**src/rtl/sdcmd_pkg.sv**
```systemverilog
package sdcmd_pkg;
  // command word control bit positions (decoded by the engine)
  localparam int CW_WAIT = 6;
  localparam int CW_LONG = 7;
  localparam int CW_EN   = 10;
  // status bit positions
  localparam int ST_CRCFAIL = 0;
  localparam int ST_TMO     = 2;
  localparam int ST_REND    = 6;
  localparam int ST_SENT    = 7;
  localparam int ST_ACT     = 11;
  localparam int STS_W      = 12;

  typedef enum logic [1:0] {PH_IDLE, PH_TX, PH_RX} phase_e;

  // one serial step of CRC7, polynomial x^7 + x^3 + 1
  function automatic logic [6:0] crc7_step(input logic [6:0] c, input logic b);
    logic fb;
    fb = b ^ c[6];
    return {c[5:0], 1'b0} ^ {3'b000, fb, 2'b00, fb};
  endfunction
endpackage

```
**src/rtl/sdcmd_crc7.sv**
```systemverilog
module sdcmd_crc7 (
  input  logic       clk,
  input  logic       rst_n,
  input  logic       clr,
  input  logic       en,
  input  logic       din,
  output logic [6:0] crc
);
  import sdcmd_pkg::*;

  always_ff @(posedge clk or negedge rst_n) begin
    if (!rst_n)   crc <= '0;
    else if (clr) crc <= '0;
    else if (en)  crc <= crc7_step(crc, din);
  end
endmodule

```
**src/rtl/sdcmd_tx.sv**
```systemverilog
module sdcmd_tx #(
  parameter int IDX_W = 6,
  parameter int ARG_W = 32
) (
  input  logic             clk,
  input  logic             rst_n,
  input  logic             tick_fall,
  input  logic             start,
  input  logic [IDX_W-1:0] idx,
  input  logic [ARG_W-1:0] arg,
  output logic             cmd_out,
  output logic             cmd_oe,
  output logic             done
);
  import sdcmd_pkg::*;

  localparam int HEAD_W  = 2 + IDX_W + ARG_W;
  localparam int FRAME_W = HEAD_W + 8;
  localparam int CNT_W   = $clog2(FRAME_W + 1);

  logic [HEAD_W-1:0]  head;
  logic [6:0]         head_crc;
  logic [FRAME_W-1:0] sh;
  logic [CNT_W-1:0]   cnt;
  logic               busy;

  assign head = {2'b01, idx, arg};

  always_comb begin
    head_crc = '0;
    for (int i = HEAD_W - 1; i >= 0; i--) head_crc = crc7_step(head_crc, head[i]);
  end

  always_ff @(posedge clk or negedge rst_n) begin
    if (!rst_n) begin
      busy <= 1'b0; sh <= '0; cnt <= '0;
      cmd_out <= 1'b1; cmd_oe <= 1'b0; done <= 1'b0;
    end else begin
      done <= 1'b0;
      if (start) begin
        busy <= 1'b1;
        sh   <= {head, head_crc, 1'b1};
        cnt  <= '0;
      end else if (busy && tick_fall) begin
        if (cnt == CNT_W'(FRAME_W)) begin
          busy    <= 1'b0;
          cmd_oe  <= 1'b0;
          cmd_out <= 1'b1;
          done    <= 1'b1;
        end else begin
          cmd_out <= sh[FRAME_W-1];
          cmd_oe  <= 1'b1;
          sh      <= {sh[FRAME_W-2:0], 1'b0};
          cnt     <= cnt + CNT_W'(1);
        end
      end
    end
  end
endmodule

```
**src/rtl/sdcmd_rx.sv**
```systemverilog
module sdcmd_rx #(
  parameter int SHORT_W = 48,
  parameter int LONG_W  = 136,
  parameter int TMO_CYC = 64
) (
  input  logic              clk,
  input  logic              rst_n,
  input  logic              tick_rise,
  input  logic              start,
  input  logic              long_resp,
  input  logic              cmd_in,
  output logic              done,
  output logic              timeout,
  output logic              crc_ok,
  output logic [LONG_W-1:0] data
);
  localparam int CNT_W   = $clog2(LONG_W + 1);
  localparam int TMO_W   = $clog2(TMO_CYC + 1);
  localparam int S_LAST  = SHORT_W - 8;   // last CRC-covered bit, short reply
  localparam int L_FIRST = 9;             // first CRC-covered bit, long reply
  localparam int L_LAST  = LONG_W - 8;    // last CRC-covered bit, long reply

  logic             waiting, recv;
  logic [CNT_W-1:0] cnt, pos, total;
  logic [TMO_W-1:0] tmo;
  logic             in_region, crc_en;
  logic [6:0]       crc_q;

  assign pos       = cnt + CNT_W'(1);
  assign total     = long_resp ? CNT_W'(LONG_W) : CNT_W'(SHORT_W);
  assign in_region = long_resp ? (pos >= CNT_W'(L_FIRST) && pos <= CNT_W'(L_LAST))
                               : (pos <= CNT_W'(S_LAST));
  assign crc_en    = tick_rise && ((waiting && !cmd_in) || recv) && in_region;

  sdcmd_crc7 u_crc (
    .clk(clk), .rst_n(rst_n), .clr(start), .en(crc_en), .din(cmd_in), .crc(crc_q)
  );

  always_ff @(posedge clk or negedge rst_n) begin
    if (!rst_n) begin
      waiting <= 1'b0; recv <= 1'b0; cnt <= '0; tmo <= '0;
      data <= '0; done <= 1'b0; timeout <= 1'b0;
    end else begin
      done    <= 1'b0;
      timeout <= 1'b0;
      if (start) begin
        waiting <= 1'b1; recv <= 1'b0; cnt <= '0; tmo <= '0; data <= '0;
      end else if (tick_rise) begin
        if (waiting) begin
          if (!cmd_in) begin
            waiting <= 1'b0;
            recv    <= 1'b1;
            cnt     <= CNT_W'(1);
            data    <= {data[LONG_W-2:0], cmd_in};
          end else if (tmo == TMO_W'(TMO_CYC - 1)) begin
            waiting <= 1'b0;
            timeout <= 1'b1;
          end else begin
            tmo <= tmo + TMO_W'(1);
          end
        end else if (recv) begin
          data <= {data[LONG_W-2:0], cmd_in};
          cnt  <= pos;
          if (pos == total) begin
            recv <= 1'b0;
            done <= 1'b1;
          end
        end
      end
    end
  end

  assign crc_ok = (crc_q == data[7:1]);
endmodule

```
**src/rtl/sdcmd_engine.sv**
```systemverilog
module sdcmd_engine #(
  parameter int IDX_W      = 6,
  parameter int ARG_W      = 32,
  parameter int CW_W       = 16,
  parameter int TMO_CYC    = 64,
  parameter int RESP_WORDS = 4
) (
  input  logic                     clk,
  input  logic                     rst_n,
  input  logic                     tick_rise,
  input  logic                     tick_fall,
  input  logic                     cmd_wr,
  input  logic [CW_W-1:0]          cmd_word,
  input  logic [ARG_W-1:0]         cmd_arg,
  input  logic [sdcmd_pkg::STS_W-1:0] sts_clr,
  output logic [sdcmd_pkg::STS_W-1:0] status,
  output logic [ARG_W-1:0]         resp0,
  output logic [ARG_W-1:0]         resp1,
  output logic [ARG_W-1:0]         resp2,
  output logic [ARG_W-1:0]         resp3,
  output logic                     cmd_out,
  output logic                     cmd_oe,
  input  logic                     cmd_in
);
  import sdcmd_pkg::*;

  localparam int SHORT_W = 2 + IDX_W + ARG_W + 8;
  localparam int LONG_W  = 8 + RESP_WORDS * ARG_W;
  localparam int LONG_HI = LONG_W - 9;
  localparam int SHORT_HI = SHORT_W - 9;

  phase_e ph;
  logic   want_q, long_q, launch;
  logic   tx_done, rx_start, rx_done, rx_tmo, rx_crc_ok;
  logic   [LONG_W-1:0] rx_data;
  logic   f_crc, f_tmo, f_rend, f_sent;
  logic   [RESP_WORDS-1:0][ARG_W-1:0] resp_q;
  logic   unused_bits;

  assign launch   = cmd_wr && cmd_word[CW_EN] && (ph == PH_IDLE);
  assign rx_start = (ph == PH_TX) && tx_done && want_q;

  sdcmd_tx #(.IDX_W(IDX_W), .ARG_W(ARG_W)) u_tx (
    .clk(clk), .rst_n(rst_n), .tick_fall(tick_fall), .start(launch),
    .idx(cmd_word[IDX_W-1:0]), .arg(cmd_arg),
    .cmd_out(cmd_out), .cmd_oe(cmd_oe), .done(tx_done)
  );

  sdcmd_rx #(.SHORT_W(SHORT_W), .LONG_W(LONG_W), .TMO_CYC(TMO_CYC)) u_rx (
    .clk(clk), .rst_n(rst_n), .tick_rise(tick_rise), .start(rx_start),
    .long_resp(long_q), .cmd_in(cmd_in), .done(rx_done), .timeout(rx_tmo),
    .crc_ok(rx_crc_ok), .data(rx_data)
  );

  always_ff @(posedge clk or negedge rst_n) begin
    if (!rst_n) begin
      ph <= PH_IDLE; want_q <= 1'b0; long_q <= 1'b0;
    end else begin
      case (ph)
        PH_IDLE: if (launch) begin
          ph     <= PH_TX;
          want_q <= cmd_word[CW_WAIT];
          long_q <= cmd_word[CW_WAIT] & cmd_word[CW_LONG];
        end
        PH_TX:   if (tx_done) ph <= want_q ? PH_RX : PH_IDLE;
        PH_RX:   if (rx_done || rx_tmo) ph <= PH_IDLE;
        default: ph <= PH_IDLE;
      endcase
    end
  end

  // sticky flags: a set in the same cycle as a clear wins
  always_ff @(posedge clk or negedge rst_n) begin
    if (!rst_n) begin
      f_crc <= 1'b0; f_tmo <= 1'b0; f_rend <= 1'b0; f_sent <= 1'b0;
    end else begin
      f_crc  <= (f_crc  & ~sts_clr[ST_CRCFAIL]) | (rx_done & ~rx_crc_ok);
      f_tmo  <= (f_tmo  & ~sts_clr[ST_TMO])     | rx_tmo;
      f_rend <= (f_rend & ~sts_clr[ST_REND])    | (rx_done & rx_crc_ok);
      f_sent <= (f_sent & ~sts_clr[ST_SENT])    | ((ph == PH_TX) & tx_done & ~want_q);
    end
  end

  always_comb begin
    status             = '0;
    status[ST_CRCFAIL] = f_crc;
    status[ST_TMO]     = f_tmo;
    status[ST_REND]    = f_rend;
    status[ST_SENT]    = f_sent;
    status[ST_ACT]     = (ph != PH_IDLE);
  end

  for (genvar w = 0; w < RESP_WORDS; w++) begin : g_resp
    localparam logic [ARG_W-1:0] MSK = (w == RESP_WORDS - 1) ? ~ARG_W'(1) : '1;
    logic [ARG_W-1:0] long_word, short_word;
    assign long_word  = rx_data[LONG_HI - ARG_W * w -: ARG_W] & MSK;
    assign short_word = (w == 0) ? rx_data[SHORT_HI -: ARG_W] : '0;
    always_ff @(posedge clk or negedge rst_n) begin
      if (!rst_n)       resp_q[w] <= '0;
      else if (rx_done) resp_q[w] <= long_q ? long_word : short_word;
    end
  end

  assign resp0 = resp_q[0];
  assign resp1 = resp_q[1];
  assign resp2 = resp_q[2];
  assign resp3 = resp_q[3];

  assign unused_bits = ^{cmd_word[CW_W-1:CW_EN+1], cmd_word[CW_EN-1:CW_LONG+1],
                         rx_data[LONG_W-1:LONG_HI+1]};
endmodule

```
**config.mk**
```make
export PLATFORM = sky130hd
export DESIGN_NAME = sdcmd_engine
export DESIGN_NICKNAME = d
export VERILOG_FILES = /design/src/rtl/sdcmd_pkg.sv /design/src/rtl/sdcmd_crc7.sv /design/src/rtl/sdcmd_tx.sv /design/src/rtl/sdcmd_rx.sv /design/src/rtl/sdcmd_engine.sv
export SDC_FILE = /design/constraint.sdc
export NUM_CORES = 1
export LEC_CHECK = 0
export ABC_AREA = 1
export BUFFER_PORTS_ARGS = -buffer_cell sky130_fd_sc_hd__buf_2
export CAP_MARGIN = 20
export CORE_ASPECT_RATIO = 0.9
export CORE_UTILIZATION = 35
export CTS_BUF_LIST = sky130_fd_sc_hd__clkbuf_4
export DETAILED_ROUTE_END_ITERATION = 8
export HOLD_SLACK_MARGIN = 0.03
export PLACE_DENSITY = 0.52
export SLEW_MARGIN = 20
export SYNTH_ARGS = -nofsm -noshare
export SYNTH_HDL_FRONTEND = slang
export SYNTH_SLANG_ARGS = --single-unit
```
**constraint.sdc**
```tcl
create_clock -name clk -period 2 [get_ports clk]
set_input_delay 0 -clock clk [delete_from_list [all_inputs] [get_ports clk]]
set_output_delay 0 -clock clk [all_outputs]
set_load 0.1 [all_outputs]
```
# Yosys cells after proc, flatten, opt, wreduce, memory -nomap -nowiden

Index checks and enable logic that the tools add are counted.

Register bits: 348
Output and inout bits: 142
Logic and storage cells: 230

Add/sub/neg operators: 3
Order comparisons: 3
Equality and inequality tests: 12
Multiplexer cells: 63
Bitwise logic cells: 95
Reduce and logical (&&, ||, !) cells: 29

Operators with widths:

| kind                                                                                | count |
|---|---|
| 128-bit two-way mux                                                                 | 5 |
| 7-bit by 4-bit bitwise XOR with 7-bit output                                        | 37 |
| 48-bit two-way mux                                                                  | 3 |
| 32-bit two-way mux                                                                  | 4 |
| 7-bit two-way mux                                                                   | 7 |
| 8-bit two-way mux                                                                   | 6 |
| 1-bit bitwise XOR                                                                   | 36 |
| 1-bit two-way mux                                                                   | 30 |
| 6-bit two-way mux                                                                   | 3 |
| 2-bit nonzero test                                                                  | 7 |
| 2-bit AND reduction                                                                 | 5 |
| 1-bit AND                                                                           | 9 |
| 1-bit logical AND                                                                   | 9 |
| 8-bit by 1-bit adder with 8-bit output, second input constant                       | 1 |
| 8-bit == test                                                                       | 1 |
| 8-bit by 4-bit greater-or-equal comparator with 1-bit output, second input constant | 1 |
| 8-bit by 6-bit <= comparator with 1-bit output, second input constant               | 1 |
| 8-bit <= comparator, second input constant                                          | 1 |
| 2-bit two-way mux                                                                   | 4 |
| 2-bit != test, second input constant                                                | 4 |
| 7-bit by 1-bit adder with 7-bit output, second input constant                       | 1 |
| 7-bit by 6-bit == test with 1-bit output, second input constant                     | 1 |
| 7-bit == test                                                                       | 1 |
| 1-bit inverter                                                                      | 7 |
| 16 further kinds                                                                    | 21 |

# Logic depth before layout (Yosys ltp)

Gate-level depths: netlist (run 1).

Depth after elaboration: 73
Gate-level depth with buffers: 26
Gate-level depth less buffers: 26

# Hierarchy

A second synthesis (run 1) with hierarchy kept.

Cells, all modules: 1987
Area total of the unflattened synthesis: 16497.1 um^2

Modules (own cells, without submodules):

| module       | times used | cells an instance | area each (um^2) | seq. area each (um^2) |
|---|---|---|---|---|
| sdcmd_rx     | 1          | 674               | 6436.2           | 3878.7 |
| sdcmd_engine | 1          | 704               | 5866.9           | 3378.2 |
| sdcmd_tx     | 1          | 573               | 3881.2           | 1452.6 |
| sdcmd_crc7   | 1          | 36                | 312.8            | 175.2 |

# Least setup slack after synthesis (run 1)

Ideal clock, no wire load.

Kind: register -> register
From: register u_rx.cnt[0]
To: register u_rx.u_crc.crc[3]
Setup time: 121 ps
Arrival: 1883 ps
Setup slack: -4 ps
Cell stages (with the launch flop): 15
Buffers on the path: 0
Clock period less this slack: 2004 ps
Cells stage by stage: dfrtp_1 ha_1 nand2_1 nor2_1 nand3_1 xor2_1 inv_1 nor3_1 o32ai_1 nand2_1 nand2_1 inv_1 nor2_2 a22oi_1 inv_1

Cells in the longest elaborated chain, start to end: 6
Elaborated cells between the ends (all ways): 8
Those cells by class: add/sub (1); order compare (3); mux (1); reduce/logical (3)

Ends and longest elaborated chain:

| item                                                                                                | line             | source |
|---|---|---|
| from (decl)                                                                                         | sdcmd_rx.sv:24   | `logic [CNT_W-1:0] cnt, pos, total;` |
| from (signal assigned)                                                                              | sdcmd_rx.sv:63   | `cnt <= pos;` |
| 8-bit by 1-bit adder with 8-bit output *                                                            | sdcmd_rx.sv:29   | `assign pos = cnt + CNT_W'(1);` |
| 8-bit by 4-bit greater-or-equal comparator with 1-bit output or 8-bit <= comparator (tied branches) | sdcmd_rx.sv:31   | `assign in_region = long_resp ? (pos >= CNT_W'(L_FIRST) && pos <= CNT_W'(L_LAST))` |
| 1-bit logical AND                                                                                   | sdcmd_rx.sv:31   |  |
| 1-bit two-way mux *                                                                                 | sdcmd_rx.sv:31   |  |
| 1-bit logical AND *                                                                                 | sdcmd_rx.sv:33   | `assign crc_en = tick_rise && ((waiting && !cmd_in) \|\| recv) && in_region;` |
| 2-bit nonzero test (no source line) *                                                               | --               |  |
| to (signal assigned)                                                                                | sdcmd_crc7.sv:14 | `else if (en) crc <= crc7_step(crc, din);` |
| to (decl)                                                                                           | sdcmd_crc7.sv:7  | `output logic [6:0] crc` |

Mark *: on every way between the ends. The rest lies on a longest branch, timed or not.
A chain may end at the register's enable or synchronous reset.

# Worst setup path after layout (run 1)

From: register u_rx.cnt[0]
To: register u_rx.u_crc.crc[1]

Same word-level chain as after synthesis.

==> metrics.md, run 1 <==
| Metric | Value |
|---|---|
| Status | finished with violations |
| Failing checks | DRC, setup timing |
| Vias in the first global route | 12845 |
| Leak Pwr | 9.898 nW |
| CTS root buf | clkbuf_4 |
| Core ar. | 0.04202 mm² |
| Die width | 220.1 µm |
| Nets | 2087 |
| DP HPWL | 25820 µm |
| Initial Utilization | 0.3565 |
| Clk slew on worst S/H paths | 0.06 ns |
| Synth Area in Adders | 0.005011 |
| Maximum vdd drop | 0.0007299 V |
| Most common cell after layout, fill and taps aside | dfrtp_1 |
| DR iter-0 viols | 622 |
| Clock sinks | 347 |
| Later-pin clock latency in the skew report | 0.84 ns |
| Final setup fails | 9 |
| Kind of critical path | reg2reg |
| Ys Warns | 0 |
| Layout cells sized above 1 | 0.2903 |
| CP Data Arrival Time | 2.81 ns |
| I/O Pins | 208 |
| Placed Cells | 2380 |
| Synth Flop Type | dfrtp_1 |
| Worst min-delay path class | in2reg |
| Setup crit start kind | flop |
| Fin crit period | 2.075 ns |
| H-tree level count | 3 |
| CTS tree | built |
| Pwr/cell area | 1221 mW/mm² |
| Layout Skew | 0.04446 ns |
| Core Rows | 71 |
| Worst path required time | 2.73 ns |
| First-pass GRT wire length | 67070 µm |
| Worst setup margin | -0.07494 ns |
| Post-route DRC | 9 |
| Via/cell ratio | 4.835 |
| Simple-gate share of the synthesized area | 0.1533 |
| CTS Buf Count | 92 |
| CP max FO | 5 |
| Setup crit end kind | flop |
| Pin count of the biggest net entering global routing | 96 |
| Synth Instances | 1667 |
| GR Util met1 | 0.2682 |
| Synth-to-Final Area Change | 31.64% |
| Layout Utilization | 0.4694 |
| Max Freq | 481.9 MHz |
| Post-synthesis sequential area ratio | 0.5797 |
| Multiplexer share of the synthesized area | 0 |
| Initial antenna violation count | 2 |
| Vias post-DR | 12739 |
| GRT Resource Usage Total | 0.1933 |
| Max Slew Vio Count | 0 |
| RSZ-0062 raised after global routing | yes |
| Routed length per instance | 15.95 µm |
| Slew headroom | 0.6313 |
| Syn avg cell area | 8.987 µm² |
| Async SR Flop Fraction | 1.000 |
| GR Overflow Total | 0 |
| Largest family of logic cells by synthesized area | simple AND/OR/NAND/NOR gates |
| Post-synth EDFFs | 0 |
| IO Port Bufs | 184 |
| Total die area | 0.04364 mm² |
| Remaining antenna violation count | 0 |
| GR Util met2 | 0.2801 |
| Routing usage on met3 | 0.06267 |
| CTS max path bufs | 3 |
| Syn Std Cell Area | 0.01498 mm² |
| Number of synthesized register bits | 347 |
| Final Hold Viols | 0 |
| Yosys cell types | 38 |
| Fin area | 0.01972 mm² |
| Drt first pass iters | 7 |
| Layout Cells excl Fill | 2635 |
| Multi-input logic area | 0.005627 mm² |
| # fillers | 4012 |
| Final wirelength | 42030 µm |
| Die H | 198.3 µm |
| Routability cong. | 0.8419 |
| FF+latch area | 0.008685 mm² |
| Final period utilization | 1.037 |
| Compound-cell area share of the yosys netlist | 0.1512 |
| XOR/XNOR Fraction of Synth Area | 0.01804 |
| Worst Tran Pin Value | 0.5569 ns |
| Most frequent cells in the layout | dfrtp_1, nand2_1, inv_1, buf_2, o21ai_0 |
| Grt peak-use layer | met2 |
| Max Cap Viol | 0 |
| Final Total Pwr | 24.08 mW |
| Area after DPL | 0.01690 mm² |
[final cells by class]
cell class | count | share of cell area
diodes | 4 | 0.0005075
clock buffers | 140 | 0.05329
clock inverters | 23 | 0.006978
inverters | 264 | 0.05113
multi-input cells | 972 | 0.2853
flip-flops and latches | 347 | 0.4403
well taps | 547 | 0.03470
repair buffers | 338 | 0.1278
[metal layers]
metal	up-vias	wire, µm
li1	6198	-
met1	6188	19780
met2	273	18780
met3	80	2529
met4	0	939
met5	-	0
[flip-flops by register name (all words and copies together) (netlist names), 2 cells and up]
name / flops
u_rx.u_crc.crc: 7
resp2: 32
u_rx.data: 128
resp0: 32
u_tx.cnt: 6
ph: 2
u_tx.sh: 48
resp3: 31
resp1: 32
u_rx.cnt: 8
u_rx.tmo: 7
[final timing paths]
kind / from / to / slack (ns) / depth (start not counted)
worst max-delay path: u_rx.cnt[0] / u_rx.u_crc.crc[1] / -0.07 / 12
worst min-delay path: cmd_arg[21] / u_tx.sh[29] / 0.12 / 4
worst max register to register: u_rx.cnt[0] / u_rx.u_crc.crc[1] / -0.07 / 12
worst min register to register: resp3[24] / resp3[24] / 0.47 / 2
max in group asynchronous: rst_n / resp1[3] / 1.22 / 4
min in group asynchronous: rst_n / u_rx.data[110] / 0.40 / 4
[cell families (layout without fill, tap and decap cells)]
group / count (synthesis) / after routing
DFF: 347 / 347
and+or+nand+nor: 547 / 547
adders and majority gates: 6 / 6
AOI/OAI and AO/OA: 384 / 384
xor gates and xnor gates: 27 / 27
other: 1 / 12
buffers and inverters: 355 / 765
[through the flow]
step / hold WS (ns) / TNS (ns) / worst slack (ns)
2_1_floorplan: -0.2956 / 0 / 0.009573
3_5_place_dp: -0.02871 / -2.437 / -0.2491
6_report: 0.1235 / -0.3946 / -0.07494
4_1_cts: 0.03342 / -0.6652 / -0.1123
5_1_grt: 0.04790 / -2.050 / -0.2331
3_3_place_gp: -0.02920 / -2.027 / -0.2449
[power breakdown]
group | internal (mW) | total [mW] | switching (mW)
registers | 8.36 | 9.03 | 0.666
clock network | 3.32 | 6.36 | 3.04
logic | 2.34 | 8.69 | 6.35
total | 14.0 | 24.1 | 10.1
[worst max-delay path, cell delays in order (launching register included)]
cell and delay, ns:
dfrtp_1 0.40, ha_2 0.20, nand2_2 0.10, nor2_4 0.05
xor2_2 0.16, or2_2 0.34, a41oi_2 0.20, nor3_2 0.06
nand2_2 0.09, inv_2 0.06, nor2_4 0.13, inv_2 0.08
o22ai_1 0.12
[timing repair]
| action | CTS | global route |
|---|---|---|
| endpoints found under the hold margin | 525 | 2 |
| resized for setup | 18 | 182 |
| setup endpoints to repair | 8 | 123 |
| pin swaps | 7 | 73 |
| hold buffers | 73 | 2 |
| cloned | 0 | 1 |
| setup buffers | 3 | 10 |
[synthesized netlist by cell type (2+ instances only)]
| cell | number | share of area |
|---|---|---|
| dfrtp_1 | 346 | 0.58 |
| a21oi_1 | 11 | 0.0037 |
| nand3b_1 | 2 | 0.0010 |
| nand3_1 | 61 | 0.020 |
| clkbuf_1 | 73 | 0.018 |
| xor2_2 | 2 | 0.0022 |
| o31ai_1 | 3 | 0.0015 |
| nand4_1 | 6 | 0.0025 |
| inv_1 | 256 | 0.064 |
| nor2_2 | 2 | 0.00084 |
| o22ai_1 | 145 | 0.061 |
| ha_1 | 6 | 0.0050 |
| or2_2 | 2 | 0.00084 |
| nand2_2 | 32 | 0.013 |
| a22oi_1 | 2 | 0.0010 |
| nand2_1 | 355 | 0.089 |
| o211ai_1 | 17 | 0.0085 |
| xor2_1 | 15 | 0.0088 |
| xnor2_1 | 9 | 0.0053 |
| buf_4 | 12 | 0.0060 |
| nor3_1 | 9 | 0.0030 |
| o21ai_0 | 177 | 0.059 |
| nor2_1 | 70 | 0.018 |
| buf_1 | 5 | 0.0013 |
| nand3_2 | 5 | 0.0033 |
| o221ai_1 | 25 | 0.015 |
| nor4_1 | 2 | 0.00084 |
| inv_2 | 7 | 0.0018 |
Power figures use the tool's default switching activity.
==> run 2: changes to the inputs <==
--- a/config.mk
+++ b/config.mk
@@ -5,13 +5,13 @@
 export SDC_FILE = /design/constraint.sdc
 export NUM_CORES = 1
 export LEC_CHECK = 0
-export ABC_AREA = 1
 export BUFFER_PORTS_ARGS = -buffer_cell sky130_fd_sc_hd__buf_2
 export CAP_MARGIN = 20
 export CORE_ASPECT_RATIO = 0.9
 export CORE_UTILIZATION = 35
 export CTS_BUF_LIST = sky130_fd_sc_hd__clkbuf_4
 export DETAILED_ROUTE_END_ITERATION = 8
+export GPL_ROUTABILITY_DRIVEN = 0
 export HOLD_SLACK_MARGIN = 0.03
 export PLACE_DENSITY = 0.52
 export SLEW_MARGIN = 20
==> metrics.md, run 2 <==
| Metric | Value |
|---|---|
| GRT Resource Usage Total | 0.1810 |
| Number of flip-flops in the largest register | 128 |
| Failing checks | setup timing |
| Top reg by flops | u_rx.data |
| CP Data Arrival Time | 2.98 ns |
| DR iter-0 viols | 974 |
| Syn Std Cell Area | 0.01533 mm² |
| R2R cell count | 9 |
| Most common cell after layout, fill and taps aside | dfrtp_1 |
| Via/cell ratio | 4.880 |
| Clk slew on worst S/H paths | 0.06 ns |
| Area contributors post-synth | dfrtp_1, nand2_1, a21oi_1 |
| GR Overflow Total | 0 |
| Die width | 222.6 µm |
| Slew headroom | 0.5870 |
| FF+latch area | 0.008698 mm² |
| Setup crit start kind | flop |
| CP endpoint | u_rx.u_crc.crc[0] |
| Ys Warns | 0 |
| CTS Buf Count | 96 |
| CTS root buf | clkbuf_4 |
| Min Hold Slack | 0.1277 ns |
| Layout Utilization | 0.4637 |
| Final Hold Viols | 0 |
| Maximum vdd drop | 0.0004919 V |
| Vias in the first global route | 12793 |
| Final period utilization | 1.118 |
| Biggest regs | u_rx.data x128, u_tx.sh x48 |
| Reg-to-reg setup timing slack | -0.24 ns |
| Nets | 2028 |
| Final setup fails | 9 |
| Post-synth EDFFs | 0 |
| Setup crit end kind | flop |
| CTS tree | built |
| CP max FO | 7 |
| Count leader, synth | dfrtp_1 |
| Worst Tran Pin Value | 0.6138 ns |
| Multi-input logic area | 0.005922 mm² |
| Worst min-delay path class | in2reg |
| Initial Utilization | 0.3559 |
| Syn avg cell area | 9.556 µm² |
| Max Freq | 447.1 MHz |
| Core ar. | 0.04306 mm² |
| Layout Skew | 0.04068 ns |
| I/O Pins | 208 |
| Worst setup margin | -0.2366 ns |
| Max Cap Viol | 0 |
| Core Rows | 72 |
| DP HPWL | 24490 µm |
| # fillers | 4169 |
| Worst path required time | 2.75 ns |
| Max Slew Vio Count | 0 |
| Post-synthesis sequential area ratio | 0.5666 |
| Synth cell count leaders | dfrtp_1, nand2_1, a21oi_1, inv_1, o21ai_0 |
| Pwr/cell area | 879.0 mW/mm² |
| H-tree level count | 3 |
| Pin count of the biggest net entering global routing | 83 |
| Status | finished with violations |
| Reg-to-Reg Start | u_rx.cnt[0] |
| Layout cells sized above 1 | 0.2378 |
| Remaining antenna violation count | 0 |
| Kind of critical path | reg2reg |
| Pre-CTS setup slack | -0.3111 ns |
| First-pass GRT wire length | 65910 µm |
| Synth Flop Type | dfrtp_1 |
| Synth-to-Final Area Change | 30.29% |
| Synth Instances | 1604 |
| Number of synthesized register bits | 347 |
| Leak Pwr | 9.596 nW |
| Total die area | 0.04463 mm² |
| RSZ-0062 raised after global routing | yes |
| Worst flop-to-flop path endpoint | u_rx.u_crc.crc[0] |
| Post-synth top area cell | dfrtp_1 |
| Die H | 200.5 µm |
| Initial antenna violation count | 3 |
| Final wirelength | 39730 µm |
| CTS max path bufs | 3 |
| Yosys cell types | 56 |
| Vias post-DR | 12658 |
| Yosys top cell area share | 0.5649 |
| Fin crit period | 2.237 ns |
| IO Port Bufs | 184 |
| Most frequent cells in the layout | dfrtp_1, nand2_1, buf_2, a21oi_1, inv_1 |
| Routed length per instance | 15.31 µm |
| Clock sinks | 347 |
| Async SR Flop Fraction | 1.000 |
| Setup crit start | u_rx.cnt[0] |
| Post-route DRC | 0 |
| Drt first pass iters | 9 |
| Final Total Pwr | 17.55 mW |
| Later-pin clock latency in the skew report | 0.84 ns |
## run 2: cell types whose count changed after synthesis, sizes merged, moves of 17 or more
| cell | delta |
|---|---|
| o221ai | -24 |
| o22ai | -141 |
| a222oi | +38 |
| mux2i | +33 |
| inv | -114 |
| xnor2 | +47 |
| a21oi | +160 |
| buf | +18 |
| o21ai | -51 |
| nand2 | -106 |
| o211ai | -17 |
| nand3 | +46 |
## run 2: critical path: stages (launching register included)
cell	delay, ns
dfrtp_2	0.45
ha_4	0.19
buf_4	0.16
and3_4	0.19
a21oi_4	0.18
a2bb2oi_4	0.23
o31a_1	0.28
o21a_4	0.21
nor2_1	0.06
a211oi_2	0.22
## run 2: cells by family (layout without fill, tap and decap cells)
logic type	count (synthesis)	after routing	synth area share
and+or+nand+nor	493	493	0.1354
AOI/OAI and AO/OA	368	368	0.1386
DFF	347	347	0.5666
buffers and inverters	267	691	0.06833
xor gates and xnor gates	87	87	0.06286
muxes	35	35	0.02302
adders and majority gates	6	6	0.004898
other	1	12	0.0002447
## run 2: metrics by stage
stage | cell area (µm²) | setup TNS, ns | std cells
after floorplan | 15410 | -0.6423 | 1611
after global placement | 17420 | -1.621 | 2310
after detailed placement | 17420 | -2.181 | 2310
after CTS | 19750 | -1.667 | 2584
after global routing | 19970 | -2.254 | 2594
final | 19970 | -1.540 | 2594
## run 2: worst min-delay path by stage
stage                      from  slack (ns)          end  cells past startpoint
floorplan                 rst_n       -0.30        f_crc                      0
global placement          rst_n       -0.03    resp2[18]                      1
detailed placement        rst_n       -0.03    resp2[18]                      1
CTS                 cmd_word[2]        0.04  u_tx.sh[42]                      5
global route        cmd_word[2]        0.08  u_tx.sh[42]                      5
finish              cmd_word[2]        0.13  u_tx.sh[42]                      5
## run 2: repair_timing
item / CTS / global route
gates resized for setup: 11 / 33
hold buffers: 97 / 0
setup buffers: 0 / 6
pin swaps: 2 / 17
setup endpoints to repair: 11 / 51
endpoints found under the hold margin: 566 / 0
## run 2: layout make-up
cell class / count / area share
timing repair buffer: 365 / 0.1404
sequential: 347 / 0.4356
clock buffer: 144 / 0.05414
clock inverter: 33 / 0.01003
tap: 555 / 0.03477
inverter: 149 / 0.02801
multi-input combinational: 997 / 0.2966
antenna: 4 / 0.0005013
## run 2: power by group
| group | internal (mW) | switching [mW] |
|---|---|---|
| Sequential | 7.27 | 0.314 |
| Combinational | 1.70 | 1.60 |
| Clock | 3.57 | 3.09 |
## run 2: metal layers
metal,global-route usage,share of wire
met5,0,0
met4,0.07192,0.024
met2,0.2751,0.45
met3,0.05299,0.061
met1,0.2423,0.47
